--- config.mk ---
export PLATFORM = sky130hd
export DESIGN_NAME = xmr_rx_ctrl
export DESIGN_NICKNAME = d
export VERILOG_FILES = /design/src/rtl/xmr_pkg.sv /design/src/rtl/xmr_crc16.sv /design/src/rtl/xmr_interval.sv /design/src/rtl/xmr_reply.sv /design/src/rtl/xmr_rx_ctrl.sv
export SDC_FILE = /design/constraint.sdc
export NUM_CORES = 1
export LEC_CHECK = 0
export BUFFER_PORTS_ARGS = -buffer_cell sky130_fd_sc_hd__buf_2
export CORE_MARGIN = 2
export CORE_UTILIZATION = 60
export CTS_CLUSTER_DIAMETER = 40
export DETAILED_ROUTE_END_ITERATION = 12
export PLACE_DENSITY_LB_ADDON = 0.1
export SYNTH_ARGS = -nofsm -noshare
export SYNTH_HDL_FRONTEND = slang
export SYNTH_SLANG_ARGS = --single-unit
--- constraint.sdc ---
create_clock -name clk -period 2.52 [get_ports clk]
set_input_delay 0.252 -clock clk [delete_from_list [all_inputs] [get_ports clk]]
set_output_delay 0.252 -clock clk [all_outputs]
set_load 0.05 [all_outputs]
--- src/rtl/xmr_pkg.sv ---
`timescale 1ns/1ps
package xmr_pkg;
  typedef enum logic [3:0] {
    ST_BOOT, ST_HDR, ST_BLK, ST_NBLK, ST_DATA, ST_CRCH, ST_CRCL,
    ST_DONE, ST_TMO, ST_ERR
  } xmr_state_e;

  localparam logic [7:0] CODE_SOH = 8'h01;
  localparam logic [7:0] CODE_STX = 8'h02;
  localparam logic [7:0] CODE_EOT = 8'h04;
  localparam logic [7:0] CODE_ACK = 8'h06;
  localparam logic [7:0] CODE_NAK = 8'h15;
  localparam logic [7:0] CODE_CRQ = 8'h43;
  localparam logic [15:0] CRC_POLY = 16'h1021;

  // One byte into the CRC register, bit-serial, MSB of the data first.
  function automatic logic [15:0] crc16_step(input logic [15:0] c, input logic [7:0] d);
    logic [15:0] r;
    logic fb;
    r = c;
    for (int i = 7; i >= 0; i--) begin
      fb = r[15] ^ d[i];
      r  = {r[14:0], 1'b0} ^ (fb ? CRC_POLY : 16'h0000);
    end
    return r;
  endfunction
endpackage

--- src/rtl/xmr_crc16.sv ---
`timescale 1ns/1ps
module xmr_crc16 (
  input  logic        clk,
  input  logic        rst_n,
  input  logic        init,
  input  logic        upd,
  input  logic [7:0]  din,
  output logic [15:0] crc
);
  import xmr_pkg::*;
  always_ff @(posedge clk) begin
    if (!rst_n || init) crc <= 16'h0000;
    else if (upd)       crc <= crc16_step(crc, din);
  end
endmodule

--- src/rtl/xmr_interval.sv ---
`timescale 1ns/1ps
module xmr_interval #(
  parameter int unsigned W = 32
) (
  input  logic         clk,
  input  logic         rst_n,
  input  logic         en,
  input  logic         clr,
  input  logic [W-1:0] limit,
  output logic         hit
);
  logic [W-1:0] cnt;
  assign hit = en && !clr && (cnt == limit - 1'b1);

  always_ff @(posedge clk) begin
    if (!rst_n || clr || !en || hit) cnt <= '0;
    else                             cnt <= cnt + 1'b1;
  end

  // an expiry restarts the count, so two expiries never touch
  a_r8_hit_spaced: assert property (@(posedge clk) disable iff (!rst_n)
    hit |=> !hit);
endmodule

--- src/rtl/xmr_reply.sv ---
`timescale 1ns/1ps
module xmr_reply (
  input  logic       clk,
  input  logic       rst_n,
  input  logic       req,
  input  logic [7:0] req_byte,
  output logic       tx_valid,
  output logic [7:0] tx_data,
  input  logic       tx_ready
);
  logic stalled;
  assign stalled = tx_valid && !tx_ready;

  always_ff @(posedge clk) begin
    if (!rst_n) begin
      tx_valid <= 1'b0;
      tx_data  <= 8'h00;
    end else if (req && !stalled) begin
      tx_valid <= 1'b1;
      tx_data  <= req_byte;
    end else if (tx_ready) begin
      tx_valid <= 1'b0;
    end
  end

  a_r14_hold: assert property (@(posedge clk) disable iff (!rst_n)
    stalled |=> tx_valid && $stable(tx_data));
endmodule

--- src/rtl/xmr_rx_ctrl.sv ---
`timescale 1ns/1ps
module xmr_rx_ctrl #(
  parameter int unsigned AW         = 20,
  parameter int unsigned PING_COUNT = 10,
  parameter int unsigned PING_IV    = 37_500_000,
  parameter int unsigned IDLE_LIMIT = 375_000_000,
  parameter int unsigned GAP_LIMIT  = 250_000,
  parameter int unsigned MAX_NAK    = 10
) (
  input  logic          clk,
  input  logic          rst_n,
  input  logic          rx_valid,
  input  logic [7:0]    rx_data,
  input  logic          rx_par_err,
  output logic          tx_valid,
  output logic [7:0]    tx_data,
  input  logic          tx_ready,
  output logic          mem_we,
  output logic [AW-1:0] mem_addr,
  output logic [7:0]    mem_wdata,
  output logic          done,
  output logic          timeout,
  output logic          error,
  output logic [AW-1:0] byte_count
);
  import xmr_pkg::*;

  localparam int unsigned TMAX0 = (PING_IV > GAP_LIMIT) ? PING_IV : GAP_LIMIT;
  localparam int unsigned TMAX  = (IDLE_LIMIT > TMAX0) ? IDLE_LIMIT : TMAX0;
  localparam int unsigned TW    = $clog2(TMAX + 1);
  localparam int unsigned PCW   = $clog2(PING_COUNT + 1);
  localparam int unsigned NCW   = $clog2(MAX_NAK + 1);

  xmr_state_e     state, st_prev;
  logic           started, big, blk_ok, wr_ok, perr;
  logic [PCW-1:0] ping_cnt;
  logic [NCW-1:0] nak_cnt;
  logic [7:0]     exp_blk, blk, rcv_hi, rq_byte;
  logic [9:0]     idx;
  logic [AW-1:0]  base;
  logic           rq;
  logic [15:0]    crc;

  // Named internal events
  logic          in_pkt, tmr_en, tmr_clr, tmr_hit, ev_hdr, ev_pkt_end;
  logic          pkt_bad, ev_gap, ev_fail, is_new, is_dup, crc_ok;
  logic [TW-1:0] tmr_lim;
  logic [9:0]    len_m1;

  assign in_pkt  = (state == ST_BLK) || (state == ST_NBLK) || (state == ST_DATA) ||
                   (state == ST_CRCH) || (state == ST_CRCL);
  assign tmr_en  = in_pkt || (state == ST_HDR);
  assign tmr_clr = (state != st_prev) || (rx_valid && in_pkt);
  assign tmr_lim = in_pkt ? TW'(GAP_LIMIT) : (started ? TW'(IDLE_LIMIT) : TW'(PING_IV));
  assign len_m1  = big ? 10'd1023 : 10'd127;
  assign ev_hdr  = (state == ST_HDR) && rx_valid && !rx_par_err && !tmr_hit &&
                   ((rx_data == CODE_SOH) || (rx_data == CODE_STX));
  assign crc_ok     = ({rcv_hi, rx_data} == crc);
  assign ev_pkt_end = (state == ST_CRCL) && rx_valid;
  assign pkt_bad    = perr || rx_par_err || !blk_ok || !crc_ok;
  assign ev_gap     = in_pkt && tmr_hit;
  assign ev_fail    = ev_gap || (ev_pkt_end && pkt_bad);
  assign is_new     = (blk == exp_blk);
  assign is_dup     = (blk == exp_blk - 8'd1) && (base != '0);

  xmr_interval #(.W(TW)) u_tmr (
    .clk(clk), .rst_n(rst_n), .en(tmr_en), .clr(tmr_clr), .limit(tmr_lim), .hit(tmr_hit)
  );

  xmr_crc16 u_crc (
    .clk(clk), .rst_n(rst_n), .init(ev_hdr),
    .upd((state == ST_DATA) && rx_valid), .din(rx_data), .crc(crc)
  );

  xmr_reply u_rep (
    .clk(clk), .rst_n(rst_n), .req(rq), .req_byte(rq_byte),
    .tx_valid(tx_valid), .tx_data(tx_data), .tx_ready(tx_ready)
  );

  always_ff @(posedge clk) begin
    if (!rst_n) begin
      state <= ST_BOOT;  st_prev <= ST_BOOT;
      started <= 1'b0;   big <= 1'b0;   blk_ok <= 1'b0;  wr_ok <= 1'b0;
      perr <= 1'b0;      ping_cnt <= '0; nak_cnt <= '0;
      exp_blk <= 8'd1;   blk <= 8'd0;   rcv_hi <= 8'd0;  idx <= '0;
      base <= '0;        rq <= 1'b0;    rq_byte <= 8'h00;
      mem_we <= 1'b0;    mem_addr <= '0; mem_wdata <= 8'h00;
    end else begin
      rq      <= 1'b0;
      mem_we  <= 1'b0;
      st_prev <= state;
      case (state)
        ST_BOOT: begin
          rq <= 1'b1;  rq_byte <= CODE_CRQ;  ping_cnt <= PCW'(1);
          state <= ST_HDR;
        end
        ST_HDR: begin
          if (tmr_hit) begin
            if (started || ping_cnt == PCW'(PING_COUNT)) state <= ST_TMO;
            else begin
              rq <= 1'b1;  rq_byte <= CODE_CRQ;  ping_cnt <= ping_cnt + 1'b1;
            end
          end else if (ev_hdr) begin
            big <= (rx_data == CODE_STX);  started <= 1'b1;  perr <= 1'b0;
            state <= ST_BLK;
          end else if (rx_valid && !rx_par_err && rx_data == CODE_EOT) begin
            rq <= 1'b1;  rq_byte <= CODE_ACK;  state <= ST_DONE;
          end
        end
        ST_BLK: if (rx_valid) begin
          blk <= rx_data;  perr <= perr | rx_par_err;  state <= ST_NBLK;
        end
        ST_NBLK: if (rx_valid) begin
          blk_ok <= (rx_data == ~blk);
          wr_ok  <= (rx_data == ~blk) && (blk == exp_blk);
          perr   <= perr | rx_par_err;  idx <= '0;  state <= ST_DATA;
        end
        ST_DATA: if (rx_valid) begin
          perr <= perr | rx_par_err;
          if (wr_ok) begin
            mem_we <= 1'b1;  mem_addr <= base + AW'(idx);  mem_wdata <= rx_data;
          end
          idx <= idx + 1'b1;
          if (idx == len_m1) state <= ST_CRCH;
        end
        ST_CRCH: if (rx_valid) begin
          rcv_hi <= rx_data;  perr <= perr | rx_par_err;  state <= ST_CRCL;
        end
        ST_CRCL: if (rx_valid && !pkt_bad) begin
          if (is_new) begin
            rq <= 1'b1;  rq_byte <= CODE_ACK;  nak_cnt <= '0;
            base <= base + (big ? AW'(1024) : AW'(128));
            exp_blk <= exp_blk + 8'd1;  state <= ST_HDR;
          end else if (is_dup) begin
            rq <= 1'b1;  rq_byte <= CODE_ACK;  nak_cnt <= '0;  state <= ST_HDR;
          end else begin
            state <= ST_ERR;
          end
        end
        default: ;
      endcase
      if (ev_fail) begin
        rq <= 1'b1;  rq_byte <= CODE_NAK;  nak_cnt <= nak_cnt + 1'b1;
        state <= (nak_cnt == NCW'(MAX_NAK - 1)) ? ST_ERR : ST_HDR;
      end
    end
  end

  assign done       = (state == ST_DONE);
  assign timeout    = (state == ST_TMO);
  assign error      = (state == ST_ERR);
  assign byte_count = base;

  a_r13_status_onehot: assert property (@(posedge clk) disable iff (!rst_n)
    $onehot0({done, timeout, error}));
  a_r13_done_sticky: assert property (@(posedge clk) disable iff (!rst_n)
    (done || timeout || error) |=> $stable({done, timeout, error}));
  a_r5_count_step: assert property (@(posedge clk) disable iff (!rst_n)
    (byte_count != $past(byte_count)) |->
      ((byte_count - $past(byte_count)) == AW'(128) ||
       (byte_count - $past(byte_count)) == AW'(1024)));
  a_r5_write_window: assert property (@(posedge clk) disable iff (!rst_n)
    mem_we |-> (mem_addr >= byte_count) && (mem_addr - byte_count < AW'(1024)));
  a_r2_ping_bound: assert property (@(posedge clk) disable iff (!rst_n)
    ping_cnt <= PCW'(PING_COUNT));
  a_r11_nak_bound: assert property (@(posedge clk) disable iff (!rst_n)
    (nak_cnt == NCW'(MAX_NAK)) |-> error);
endmodule

# Word level (Yosys, flattened, before mapping)

Index checks and enable logic that the tools add are counted.

Register bits after elaboration: 167
Output and inout port bits: 61

Bitwise operators: 20
Add/subtract/negate cells: 9
Muxes and demuxes: 63
Reduce and logical (&&, ||, !) cells: 72
Equal/unequal tests: 45

Operator list:

| cell                                                                  | count |
|---|---|
| 16-bit bitwise XOR                                                    | 8 |
| 13-bit 2-to-1 mux                                                     | 8 |
| 4-bit 2-to-1 mux                                                      | 21 |
| 29-bit 2-to-1 mux                                                     | 2 |
| 8-bit 2-to-1 mux                                                      | 7 |
| 10-bit 2-to-1 mux                                                     | 3 |
| 29-bit by 1-bit adder with 29-bit output (second input constant)      | 1 |
| 29-bit == test                                                        | 1 |
| 29-bit by 1-bit subtractor with 29-bit output (second input constant) | 1 |
| 4-bit one-hot mux with 7 select lines                                 | 1 |
| 8-bit == test                                                         | 3 |
| 8-bit one-hot mux with 3 select lines                                 | 1 |
| 3-bit != test (second input constant)                                 | 7 |
| 3-bit AND reduction                                                   | 7 |
| 20-bit by 10-bit adder with 20-bit output                             | 1 |
| 20-bit by 11-bit adder with 20-bit output                             | 1 |
| 10-bit one-hot mux with 2 select lines                                | 1 |
| 20-bit nonzero test                                                   | 1 |
| 1-bit logical AND                                                     | 18 |
| 16-bit == test                                                        | 1 |
| 4-bit by 3-bit == test with 1-bit output (second input constant)      | 4 |
| 4-bit == test (second input constant)                                 | 4 |
| 1-bit logical OR                                                      | 16 |
| 1-bit 2-to-1 mux                                                      | 14 |
| 38 further kinds                                                      | 77 |

# Longest topological paths before layout

Word-level depth: 24
Depth in mapped cells: 10
Gate-level depth less buffers: 9

# Hierarchy

A second synthesis with hierarchy kept.

Cell total of the unflattened synthesis: 1,077
Area, all modules: 9,111.2 µm²

Modules (own cells, without submodules):

| module       | cells an instance | seq. area each (µm²) | area each (µm²) | times used |
|---|---|---|---|---|
| xmr_rx_ctrl  | 668               | 2,062.0              | 5,527.8         | 1 |
| xmr_interval | 290               | 580.6                | 2,237.1         | 1 |
| xmr_crc16    | 80                | 320.3                | 969.7           | 1 |
| xmr_reply    | 39                | 180.2                | 376.6           | 1 |

# Worst setup path after synthesis

Ideal clock, no wire load.

Path type: reg2reg
Start: reg base[7] (netlist: byte_count[7])
End: reg mem_addr[15]
Data required time: 2,434 ps
Path buffers: 0
Setup slack: 124 ps
Setup time: 86 ps
Data arrival time: 2,310 ps
Cell stages (with the launch flop): 10
Cells stage by stage: dfxtp_1 > ha_1 > inv_1 > fa_1 > nor2b_1 > o21ai_0 > nor2_1 > nand3_1 > xor2_1 > a211oi_1

Longest elaborated chain between the ends: 1

RTL lines:

| what                                      | line               | source |
|---|---|---|
| start: declaration                        | xmr_rx_ctrl.sv:40  | `logic [AW-1:0] base;` |
| start signal: assignment                  | xmr_rx_ctrl.sv:132 | `base <= base + (big ? AW'(1024) : AW'(128));` |
| 20-bit by 10-bit adder with 20-bit output | xmr_rx_ctrl.sv:121 | `mem_we <= 1'b1; mem_addr <= base + AW'(idx); mem_wdata <= rx_data;` |
| end signal: assignment                    | xmr_rx_ctrl.sv:87  | `mem_we <= 1'b0; mem_addr <= '0; mem_wdata <= 8'h00;` |
| end signal: assignment                    | xmr_rx_ctrl.sv:121 |  |
| end: declaration                          | xmr_rx_ctrl.sv:19  | `output logic [AW-1:0] mem_addr,` |

Every way passes these cells.
A chain may end at the register's enable or synchronous reset.

# Worst setup path in the final report

Start: reg u_tmr.cnt[27]
End: reg u_crc.crc[4]

Longest elaborated chain between the ends: 6

RTL lines:

| what                            | line               | source |
|---|---|---|
| start: declaration              | xmr_interval.sv:12 | `logic [W-1:0] cnt;` |
| start signal: assignment        | xmr_interval.sv:17 | `else cnt <= cnt + 1'b1;` |
| 29-bit == test                  | xmr_interval.sv:13 | `assign hit = en && !clr && (cnt == limit - 1'b1);` |
| 1-bit logical AND               | xmr_interval.sv:13 |  |
| 1-bit zero test                 | xmr_rx_ctrl.sv:56  | `assign ev_hdr = (state == ST_HDR) && rx_valid && !rx_par_err && !tmr_hit &&` |
| 1-bit logical AND (2 in series) | xmr_rx_ctrl.sv:56  |  |
| 1-bit logical OR                | xmr_crc16.sv:12    | `if (!rst_n \|\| init) crc <= 16'h0000;` |
| end signal: assignment          | xmr_crc16.sv:13    | `else if (upd) crc <= crc16_step(crc, din);` |
| end: declaration                | xmr_crc16.sv:8     | `output logic [15:0] crc` |

Every way passes these cells.

==> flow_metrics.tcl <==
set metrics [dict create \
    wl_per_cell_um 15.0 \
    p_switching_mw 2.08 \
    drt-total-wl_um 18400 \
    clock-root-buffer "clkbuf_16" \
    end_kind "flop" \
    min_to "u_rep.tx_valid" \
    io_pins 74 \
    port_buffers 63 \
    synthCells 965 \
    post-route-util_pct 72.7 \
    synth_area_sq_um 7930 \
    synth.area.top_cells "dfxtp_1 (39%), nor2_1 (6.9%), xor2_1 (6.7%), xnor2_1 (6.2%), nand2_1 (4.8%)" \
    worstSetupPathType "flop to flop" \
    drive_gt1_share_pct 16.2 \
    postSynth.asyncResetShare_pct 0 \
    synth_seq_cells 154 \
    p_int_mw 4.92 \
    num-nets-final 1069 \
    powerDensity_nw_per_um2 754 \
    run_status "complete, no violations" \
    synth-seq-area-share_pct 38.9 \
    final-hold-violation-count 0 \
    r2r-start "u_tmr.cnt[27]" \
    cts_buffer_depth 2 \
    max_slew.worst_pin.slew_ns 0.647 \
    place_hpwl_um 12800 \
    num_vias 6841 \
    avgSynthCellArea_sq_um 8.21 \
    vias_per_cell 5.58 \
    gr-usage-met1_pct 37.1 \
    p_leak_nw 3.62 \
    fin_skew_ns 0.00797 \
    dp.cells 1191 \
    initial_core_util_pct 62.0 \
    grt_pass1_wl_um 30800 \
    first_pass_iters 5 \
    setup_violations 0 \
    p_seq_share_pct 38.3 \
    synth_top_area_cell "dfxtp_1" \
    cts_max_level 4 \
    drc 0 \
    cts.sinks 154 \
    met3_usage_pct 5.56 \
    grt_overflow 0 \
    min_path_cells 4 \
    worstHoldStart "tx_ready" \
    fp.dieW_um 119 \
    path_clk_slew_ns 0.06 \
    tritoncts "built" \
    core_area_sq_um 12800 \
    busiest_layer "met2" \
    cts_buffers 17 \
    ant_nets 0 \
    yosysTopAreaCellShare_pct 38.9 \
    gr-usage-met2_pct 41.7 \
    synthFlopType "dfxtp_1" \
    fmax_mhz 416 \
    antenna_found_initial 0 \
    r2r-end "u_crc.crc[4]" \
    reg2reg_slack_ns 0.12 \
    num_rows 41 \
    maxSlewViolCount 0 \
    worstPathRequired_ns 2.87 \
    die_area_sq_um 14100 \
    switching_share_pct 29.7 \
    die-height_um 119 \
    fin_cells 1226 \
    p_comb_share_pct 22.6 \
    relSlewSlack_pct 56.7 \
    grt_pass1_vias 6197 \
    ys_warn_count 0 \
    clkPwrFrac_pct 39.1 \
    grt_max_degree 39 \
    cp-start-kind "flop" \
    syn2layout_area_growth_pct 17.1 \
    n_antenna_cell 0 \
    yosysUniqueCellTypes 68 \
    r2r_cells 6 \
    synth_edf_count 0 \
    drt_iter0_markers 514 \
    place_congestion 0.928 \
    period_needed_ns 2.40 \
    cp_data_arrival_time_ns 2.76 \
    min_period_over_period_pct 95.3 \
    hold_path_class "primary input to flop" \
    crit_fanout 8 \
    maxCapViolations 0 \
    insertion_delay_ns 0.43 \
    track_usage_pct 26.6 \
    irDropWorstVdd_uv 501 \
]
-- stage by stage --
step / area [sq um] / TNS, ns / hold slack [ns] / power [mW] / setup slack (ns)
floorplan: 7960 / 0 / 0.424 / 3.86 / 0.124
global placement: 8550 / 0 / 0.441 / 4.26 / 0.125
detailed placement: 8550 / 0 / 0.444 / 4.27 / 0.0774
CTS: 9190 / 0 / 0.0946 / 7.00 / 0.0554
global route: 9280 / -0.0236 / 0.117 / 7.34 / -0.00891
finish: 9280 / 0 / 0.106 / 7.00 / 0.118
-- synthesized netlist by cell type, drive strengths merged (17+ instances only) --
cell,instances
mux2i,26
nor4,17
buf,18
dfxtp,154
nand3,36
clkbuf,42
nand2,102
inv,20
xnor2,56
a211oi,17
o21ai,30
nor2,146
nor3,32
a21oi,60
xor2,61
-- layout make-up --
cell class,instances,area (sq um)
Clock buffer,22,474
Clock inverter,10,163
Fill cell,1032,3490
Inverter,20,75.1
Multi-Input combinational cell,741,4600
Sequential cell,154,3080
Tap cell,172,215
Timing Repair Buffer,107,671
-- critical path, stage by stage, from the launching register on --
cell and delay (ns):
dfxtp_1 0.33, a2111oi_1 0.57, o211ai_1 0.34, a211o_4 0.44, o21ai_4 0.28, o21ai_4 0.15
nor3_1 0.20
-- power by group through the flow --
stage	combinational (mW)	clock (mW)	sequential (mW)
2_1_floorplan	1.11	0	2.76
3_3_place_gp	1.53	0	2.73
3_5_place_dp	1.54	0	2.73
4_1_cts	1.55	2.77	2.68
5_1_grt	1.75	2.90	2.69
6_report	1.58	2.74	2.68
-- metal layers --
metal,up-vias,routed length (um)
met5,-,0
met3,23,936
li1,3456,-
met4,0,367
met2,180,8220
met1,3182,8860
-- cell families after synthesis --
| logic type | Yosys count | synth area share [%] |
|---|---|---|
| flops | 154 | 38.9 |
| xor+xnor | 117 | 12.9 |
| fa+ha+maj | 15 | 2.46 |
| compound gates | 152 | 12.6 |
| simple gates | 418 | 25.1 |
| mux | 28 | 3.57 |
| other cells | 1 | 0.0473 |
| buf+inv | 80 | 4.44 |
-- how the worst max path moves through the flow --
stage	from	end	slack [ns]	depth (start not counted)
CTS	u_tmr.cnt[27]	u_crc.crc[1]	0.06	6
global route	u_tmr.cnt[12]	u_crc.crc[3]	-0.009	7
finish	u_tmr.cnt[27]	u_crc.crc[4]	0.12	6
detailed placement	u_tmr.cnt[12]	u_crc.crc[1]	0.08	7
floorplan	byte_count[7]	mem_addr[15]	0.12	9
global placement	u_tmr.cnt[12]	rq_byte[2]	0.13	7
-- sequential cells by signal (all words and copies together), names as in the netlist, 4 cells and up --
signal and cells:
byte_count 13, rcv_hi 8, u_crc.crc 16, state 4
mem_addr 20, exp_blk 8, idx 10, mem_wdata 8
st_prev 4, blk 8, u_tmr.cnt 29, rq_byte 5
u_rep.tx_data 5, nak_cnt 4, ping_cnt 4
-- placed cells by master (no fill, tap or decap), drive strengths merged, types with 10 or more instances in the layout --
| cell type | n |
|---|---|
| nand2 | 102 |
| a211oi | 17 |
| or3 | 13 |
| nand4 | 14 |
| mux2i | 26 |
| o211ai | 11 |
| xor2 | 61 |
| buf | 107 |
| nor4 | 17 |
| ha | 14 |
| o21ai | 31 |
| clkbuf | 22 |
| nor2 | 146 |
| a21oi | 60 |
| nand3 | 36 |
| inv | 21 |
| nor3 | 32 |
| dfxtp | 154 |
| xnor2 | 56 |
| conb | 10 |
| and3 | 11 |
-- repair_timing --
| action | 4_1_cts | 5_1_grt |
|---|---|---|
| hold buffers | 0 | 0 |
| buffers inserted | 0 | 2 |
| endpoints found under the hold margin | 0 | 0 |
| setup endpoints to repair | 0 | 24 |
| gates resized for setup | 0 | 13 |
Note: power is estimated with default switching activity, not from simulation.
